## src/rtl/srx_pkg.sv

```systemverilog
package srx_pkg;
  localparam int unsigned OSR = 16;

  typedef enum logic [2:0] {
    ST_IDLE  = 3'd0,
    ST_START = 3'd1,
    ST_DATA  = 3'd2,
    ST_PAR   = 3'd3,
    ST_STOP1 = 3'd4,
    ST_STOP2 = 3'd5,
    ST_WAITH = 3'd6
  } rx_state_e;

  typedef struct packed {
    logic       ferr;
    logic       perr;
    logic [7:0] data;
  } rx_word_t;
endpackage

```

## src/rtl/srx_sync.sv

```systemverilog
module srx_sync #(
  parameter int unsigned STAGES = 2
) (
  input  logic clk,
  input  logic rst_n,
  input  logic din,
  output logic dout
);
  logic [STAGES-1:0] chain_q;

  always_ff @(posedge clk or negedge rst_n) begin
    if (!rst_n) chain_q <= '1;
    else        chain_q <= {chain_q[STAGES-2:0], din};
  end

  assign dout = chain_q[STAGES-1];
endmodule

```

## src/rtl/srx_framer.sv

```systemverilog
module srx_framer
  import srx_pkg::*;
#(
  parameter int unsigned OS = OSR
) (
  input  logic     clk,
  input  logic     rst_n,
  input  logic     tick,
  input  logic     line,
  input  logic     len7,
  input  logic     par_en,
  input  logic     par_odd,
  input  logic     two_stop,
  output logic     done,
  output rx_word_t word,
  output logic     brk_det
);
  localparam int unsigned CW   = $clog2(OS);
  localparam int unsigned HALF = OS / 2;

  rx_state_e st_q, st_n;
  logic [CW-1:0] cnt_q, cnt_n;
  logic [2:0]    idx_q, idx_n;
  logic [7:0]    sh_q, sh_n;
  logic          pb_q, pb_n;
  logic          bit_end;
  logic [2:0]    last_idx;

  assign bit_end  = (cnt_q == CW'(OS - 1));
  assign last_idx = len7 ? 3'd6 : 3'd7;

  always_comb begin
    st_n  = st_q;
    cnt_n = cnt_q;
    idx_n = idx_q;
    sh_n  = sh_q;
    pb_n  = pb_q;
    done  = 1'b0;
    if (tick) begin
      unique case (st_q)
        ST_IDLE: begin
          if (!line) begin
            st_n  = ST_START;
            cnt_n = '0;
          end
        end
        ST_START: begin
          if (cnt_q == CW'(HALF - 1)) begin
            cnt_n = '0;
            if (!line) begin
              st_n  = ST_DATA;
              idx_n = '0;
              sh_n  = '0;
              pb_n  = 1'b0;
            end else begin
              st_n = ST_IDLE;
            end
          end else begin
            cnt_n = cnt_q + 1'b1;
          end
        end
        ST_DATA: begin
          cnt_n = cnt_q + 1'b1;
          if (bit_end) begin
            sh_n[idx_q] = line;
            if (idx_q == last_idx) st_n = par_en ? ST_PAR : ST_STOP1;
            else                   idx_n = idx_q + 1'b1;
          end
        end
        ST_PAR: begin
          cnt_n = cnt_q + 1'b1;
          if (bit_end) begin
            pb_n = line;
            st_n = ST_STOP1;
          end
        end
        ST_STOP1: begin
          cnt_n = cnt_q + 1'b1;
          if (bit_end) begin
            done = 1'b1;
            if (!line)         st_n = ST_WAITH;
            else if (two_stop) st_n = ST_STOP2;
            else               st_n = ST_IDLE;
          end
        end
        ST_STOP2: begin
          cnt_n = cnt_q + 1'b1;
          if (bit_end) st_n = ST_IDLE;
        end
        ST_WAITH: begin
          if (line) st_n = ST_IDLE;
        end
        default: st_n = ST_IDLE;
      endcase
    end
  end

  always_ff @(posedge clk or negedge rst_n) begin
    if (!rst_n) begin
      st_q  <= ST_IDLE;
      cnt_q <= '0;
      idx_q <= '0;
      sh_q  <= '0;
      pb_q  <= 1'b0;
    end else begin
      st_q  <= st_n;
      cnt_q <= cnt_n;
      idx_q <= idx_n;
      sh_q  <= sh_n;
      pb_q  <= pb_n;
    end
  end

  assign word.data = sh_q;
  assign word.perr = par_en & (^sh_q ^ pb_q ^ par_odd);
  assign word.ferr = ~line;
  assign brk_det   = ~line & (sh_q == 8'h00) & ~(par_en & pb_q);
endmodule

```

## src/rtl/srx_fifo.sv

```systemverilog
module srx_fifo #(
  parameter int unsigned DEPTH = 16,
  parameter int unsigned W     = 10
) (
  input  logic         clk,
  input  logic         rst_n,
  input  logic         push,
  input  logic [W-1:0] wdata,
  input  logic         pop,
  output logic [W-1:0] head,
  output logic [$clog2(DEPTH):0] level,
  output logic         full
);
  localparam int unsigned AW = $clog2(DEPTH);
  localparam int unsigned LW = AW + 1;

  logic [W-1:0]  mem [DEPTH];
  logic [AW-1:0] wp_q, wp_n, rp_q, rp_n;
  logic [LW-1:0] cnt_q, cnt_n;
  logic          do_pop;

  assign full   = (cnt_q == LW'(DEPTH));
  assign do_pop = pop & (cnt_q != '0);

  always_comb begin
    wp_n  = wp_q;
    rp_n  = rp_q;
    cnt_n = cnt_q;
    if (push) wp_n = (wp_q == AW'(DEPTH - 1)) ? '0 : wp_q + 1'b1;
    if (do_pop) rp_n = (rp_q == AW'(DEPTH - 1)) ? '0 : rp_q + 1'b1;
    if (push && !do_pop)      cnt_n = cnt_q + 1'b1;
    else if (!push && do_pop) cnt_n = cnt_q - 1'b1;
  end

  always_ff @(posedge clk or negedge rst_n) begin
    if (!rst_n) begin
      wp_q  <= '0;
      rp_q  <= '0;
      cnt_q <= '0;
    end else begin
      wp_q  <= wp_n;
      rp_q  <= rp_n;
      cnt_q <= cnt_n;
    end
  end

  always_ff @(posedge clk) begin
    if (push) mem[wp_q] <= wdata;
  end

  assign head  = mem[rp_q];
  assign level = cnt_q;
endmodule

```

## src/rtl/serial_rx_core.sv

```systemverilog
module serial_rx_core
  import srx_pkg::*;
#(
  parameter int unsigned DEPTH = 16,
  parameter int unsigned LW    = $clog2(DEPTH) + 1
) (
  input  logic          clk,
  input  logic          rst_n,
  input  logic          os_tick,
  input  logic          rxd,
  input  logic          cfg_len7,
  input  logic          cfg_par_en,
  input  logic          cfg_par_odd,
  input  logic          cfg_two_stop,
  input  logic [LW-1:0] cfg_thresh,
  input  logic          ie_rx,
  input  logic          ie_err,
  input  logic          pop,
  input  logic          clr_ovr,
  input  logic          clr_brk,
  input  logic          clr_err,
  output logic [7:0]    rd_data,
  output logic          rd_perr,
  output logic          rd_ferr,
  output logic [LW-1:0] rx_level,
  output logic          flag_ovr,
  output logic          flag_brk,
  output logic          flag_err,
  output logic          irq_rx,
  output logic          irq_err,
  output logic          irq_bo
);
  localparam int unsigned WW = $bits(rx_word_t);

  logic     line_s;
  logic     done;
  logic     brk_det;
  logic     full;
  logic     push;
  rx_word_t word;
  rx_word_t head;
  logic     ovr_q, ovr_n, brk_q, brk_n, err_q, err_n;
  logic [LW-1:0] thr_eff;
  logic     ready;

  srx_sync #(.STAGES(2)) u_sync (
    .clk  (clk),
    .rst_n(rst_n),
    .din  (rxd),
    .dout (line_s)
  );

  srx_framer #(.OS(OSR)) u_framer (
    .clk     (clk),
    .rst_n   (rst_n),
    .tick    (os_tick),
    .line    (line_s),
    .len7    (cfg_len7),
    .par_en  (cfg_par_en),
    .par_odd (cfg_par_odd),
    .two_stop(cfg_two_stop),
    .done    (done),
    .word    (word),
    .brk_det (brk_det)
  );

  assign push = done & ~full & ~ovr_q & ~brk_q;

  srx_fifo #(.DEPTH(DEPTH), .W(WW)) u_fifo (
    .clk  (clk),
    .rst_n(rst_n),
    .push (push),
    .wdata(word),
    .pop  (pop),
    .head (head),
    .level(rx_level),
    .full (full)
  );

  always_comb begin
    ovr_n = (ovr_q & ~clr_ovr) | (done & full);
    brk_n = (brk_q & ~clr_brk) | (done & brk_det);
    err_n = (err_q & ~clr_err) | (done & (word.perr | word.ferr));
  end

  always_ff @(posedge clk or negedge rst_n) begin
    if (!rst_n) begin
      ovr_q <= 1'b0;
      brk_q <= 1'b0;
      err_q <= 1'b0;
    end else begin
      ovr_q <= ovr_n;
      brk_q <= brk_n;
      err_q <= err_n;
    end
  end

  assign thr_eff  = (cfg_thresh == '0) ? LW'(1) : cfg_thresh;
  assign ready    = (rx_level >= thr_eff);

  assign rd_data  = head.data;
  assign rd_perr  = head.perr;
  assign rd_ferr  = head.ferr;
  assign flag_ovr = ovr_q;
  assign flag_brk = brk_q;
  assign flag_err = err_q;
  assign irq_rx   = ie_rx & ready;
  assign irq_err  = (ie_rx | ie_err) & err_q;
  assign irq_bo   = (ie_rx | ie_err) & (brk_q | ovr_q);
endmodule

```

## config.mk

```make
export PLATFORM = sky130hd
export DESIGN_NAME = serial_rx_core
export DESIGN_NICKNAME = d
export VERILOG_FILES = /design/src/rtl/srx_pkg.sv /design/src/rtl/srx_sync.sv /design/src/rtl/srx_framer.sv /design/src/rtl/srx_fifo.sv /design/src/rtl/serial_rx_core.sv
export SDC_FILE = /design/constraint.sdc
export NUM_CORES = 1
export LEC_CHECK = 0
export BUFFER_PORTS_ARGS = -buffer_cell sky130_fd_sc_hd__buf_2
export CAP_MARGIN = 20
export CORE_MARGIN = 3
export CORE_UTILIZATION = 46
export DETAILED_ROUTE_END_ITERATION = 6
export PLACE_DENSITY_LB_ADDON = 0.2
export SLEW_MARGIN = 20
export SYNTH_ARGS = -nofsm -noshare
export SYNTH_HDL_FRONTEND = slang
export SYNTH_SLANG_ARGS = --single-unit
```

## constraint.sdc

```tcl
create_clock -name clk -period 4.01 [get_ports clk]
set_clock_uncertainty 0.05 [all_clocks]
set_input_delay 0.401 -clock clk [delete_from_list [all_inputs] [get_ports clk]]
set_output_delay 0.401 -clock clk [all_outputs]
set_load 0.05 [all_outputs]
```

==> results.yml <==
route:
  wl_met2_um: 8420
  vias: 4785
  drc: 0
  vias_per_cell: 5.77
  drt_wl_total_um: 17000
  top_layer_used: "met4"
  drtIter0Drc: 294
  drtAntennaViolNets: 0
  routedWlPerCell_um: 20.5
  wl_met3_um: 754
  drt_first_pass_iters: 4
  wl_met1_um: 7610
cells_and_area:
  register_area_um2: 5730
  multi_input_area_um2: 2630
  drive_above_1_share_pct: 22.7
  syn_to_final_growth_pct: 11.4
  stdcell_count: 829
  antennaDiodeCount: 0
  final_common_cell: "edfxtp_1"
  fill_cells: 1455
  final_cell_mix: "edfxtp_1 (160), mux4_2 (40), buf_2 (39)"
  fin_nets: 627
hold_path:
  hold_class: "in -> reg"
pwr:
  power_switching_mw: 2.08
  p_leak_nw: 3.47
  p_clk_share_pct: 25.5
  power_density_nw_per_um2: 624
  seqPwrFrac_pct: 45.4
  p_int_mw: 3.90
  p_sw_share_pct: 34.8
  p_comb_share_pct: 29.1
  max-vdd-ir-drop_mv: 0.371
cts:
  htree_levels: 4
  cts_tree: "built"
  clock_sinks: 197
  clkTransAtPathRegs_ps: 70
  cts_made_buffers: 17
  cts-root-buf: "clkbuf_16"
  clock_latency_ps: 430
  cts_setup_buffers: 0
  cts-hold-fix-buffers: 0
  post_cts_resized: 0
  cts_buffer_depth: 2
place:
  placed_cells: 797
  gp_congestion: 0.791
  dp_hpwl_um: 10900
  portBuffers: 39
critical_path:
  cp.arrival_ps: 2870
  crit_family: "flip-flops"
  cp_cell_sequence: "buf_4 > mux4_2 > mux2i_1 > a21oi_1 > buf_2"
  worstSetupPathType: "reg -> out"
  critPathRequiredTime_ps: 3560
  worstPathMaxFanout: 21
  cpPeakStageDelay_ps: 840
  critPathBufInv: 2
  cp_slowest_cell: "dfrtp_2"
  startpoint_type: "flop"
  endpoint_kind: "output port"
synthesis:
  syn_nets: 584
  yosys.cell_types.count: 57
  synth_top_area_share_pct: 55.7
  syn-instance-count: 544
  synth_ff_type: "edfxtp_1"
  ys_seq_area_share_pct: 66.5
  synth_area_um2: 8620
  yosysWarningCount: 0
  synth_edf_count: 160
  yosys_register_bits: 197
  avgSynthCellArea_um2: 15.8
  synth_area_leaders: "edfxtp_1 (56%), mux4_2 (10%), dfrtp_1 (10%), ha_1 (2.9%), a21oi_1 (1.7%)"
  async_flop_share_pct: 18.8
  yosys.area.top_type: "edfxtp_1"
timing:
  fin_tns_setup_ps: 0
  hold_ws_ps: 20.5
  worst_slew_pin_slew_ps: 971
  finalHoldViolCount: 0
  relSlewSlack_pct: 35.2
  final_max_slew_viol_count: 0
  grt_setup_unrepaired: "false"
  fin_crit_sh_pct: 82.8
  fmax_mhz: 301
  finalSetupViolCount: 0
  fin_crit_ps: 3320
die:
  die_h_um: 143
  start_util_pct: 47.3
  num_io_pins: 40
  row_count: 49
  dieArea_um2: 20400
  core_um2: 18200
  fp.dieW_um: 143
run:
  max_cap_violations: 0
grt:
  grt.overflow.total: 0
  grt_pass1_wl_um: 27000
  grt_pass1_vias: 4966
  gr-usage-all-layers_pct: 17.6
  grt_max_degree: 38
  antenna_found_initial: 0
run_status:
  status: "finished, final reports clean"
[routing by layer]
metal | vias up | global-route usage (%)
met5 | - | 0
met4 | 0 | 4.80
met3 | 14 | 3.88
met2 | 118 | 28.9
met1 | 2470 | 24.0
li1 | 2183 | -
[cell families after synthesis]
group                    synth area share [%]
AO/OA/AOI/OAI                            7.43
XOR/XNOR                                 1.42
adder cells (fa/ha/maj)                  3.14
buffers and inverters                    3.02
flip-flops                               66.5
multiplexers                             12.3
AND/OR/NAND/NOR                          6.21
[final cells by class]
cell class,instances,area share (%)
clock inverter,9,0.574
clock buffer,23,4.88
tap,229,2.99
inverter,33,1.29
sequential,197,59.7
timing repair buffer,52,3.18
multi-input combinational,286,27.3
[synthesized netlist by cell type, types with 7 or more instances]
master    number
edfxtp_1     160
mux4_2        40
inv_1         33
and2_1         9
dfrtp_1       35
nand2_1       21
clkbuf_1      14
buf_2          7
a21oi_1       30
mux2i_1       11
o21ai_0       24
xnor2_1        9
nand3_1       11
ha_1          20
nor2_1        18
o22ai_1        7
a211oi_1      10
nor2b_1       12
[per-stage QoR]
stage                     total power [mW]  instance area (µm²)  setup slack, ps  utilization (%)
after floorplan                       4.04                 8620              946                -
after global routing                  6.28                 9600              436             52.7
after detailed placement              4.52                 9070              870             49.8
final                                 5.99                 9600              690             52.7
after global placement                4.47                 9070              977             49.8
after CTS                             6.04                 9600              619             52.7
[worst paths after layout]
kind | startpoint | end | slack (ps) | depth (start not counted)
worst max-delay path | u_fifo.rp_q[0] | rd_ferr | 690 | 5
worst min-delay path | rxd | u_sync.chain_q[0] | 20 | 1
worst max register to register | u_framer.cnt_q[0] | u_fifo.level[4] | 850 | 11
worst min register to register | u_sync.chain_q[0] | u_sync.chain_q[1] | 310 | 0
max in group asynchronous | rst_n | u_fifo.rp_q[0] | 3270 | 1
min in group asynchronous | rst_n | u_framer.cnt_q[1] | 30 | 1
[sequential cells by signal, indices dropped and copies added (netlist names)]
| signal | count |
|---|---|
| flag_brk | 1 |
| flag_err | 1 |
| flag_ovr | 1 |
| u_fifo.level | 5 |
| u_fifo.mem | 160 |
| u_fifo.rp_q | 4 |
| u_fifo.wp_q | 4 |
| u_framer.cnt_q | 4 |
| u_framer.idx_q | 3 |
| u_framer.pb_q | 1 |
| u_framer.sh_q | 8 |
| u_framer.st_q | 3 |
| u_sync.chain_q | 2 |
[power groups by stage]
stage	registers [mW]	logic, mW	clock network (mW)
detailed placement	2.76	1.76	0
global route	2.75	1.88	1.64
finish	2.71	1.74	1.53
global placement	2.75	1.73	0
floorplan	2.59	1.46	0
CTS	2.72	1.77	1.56
No activity file was read; power rests on OpenSTA's default activity.
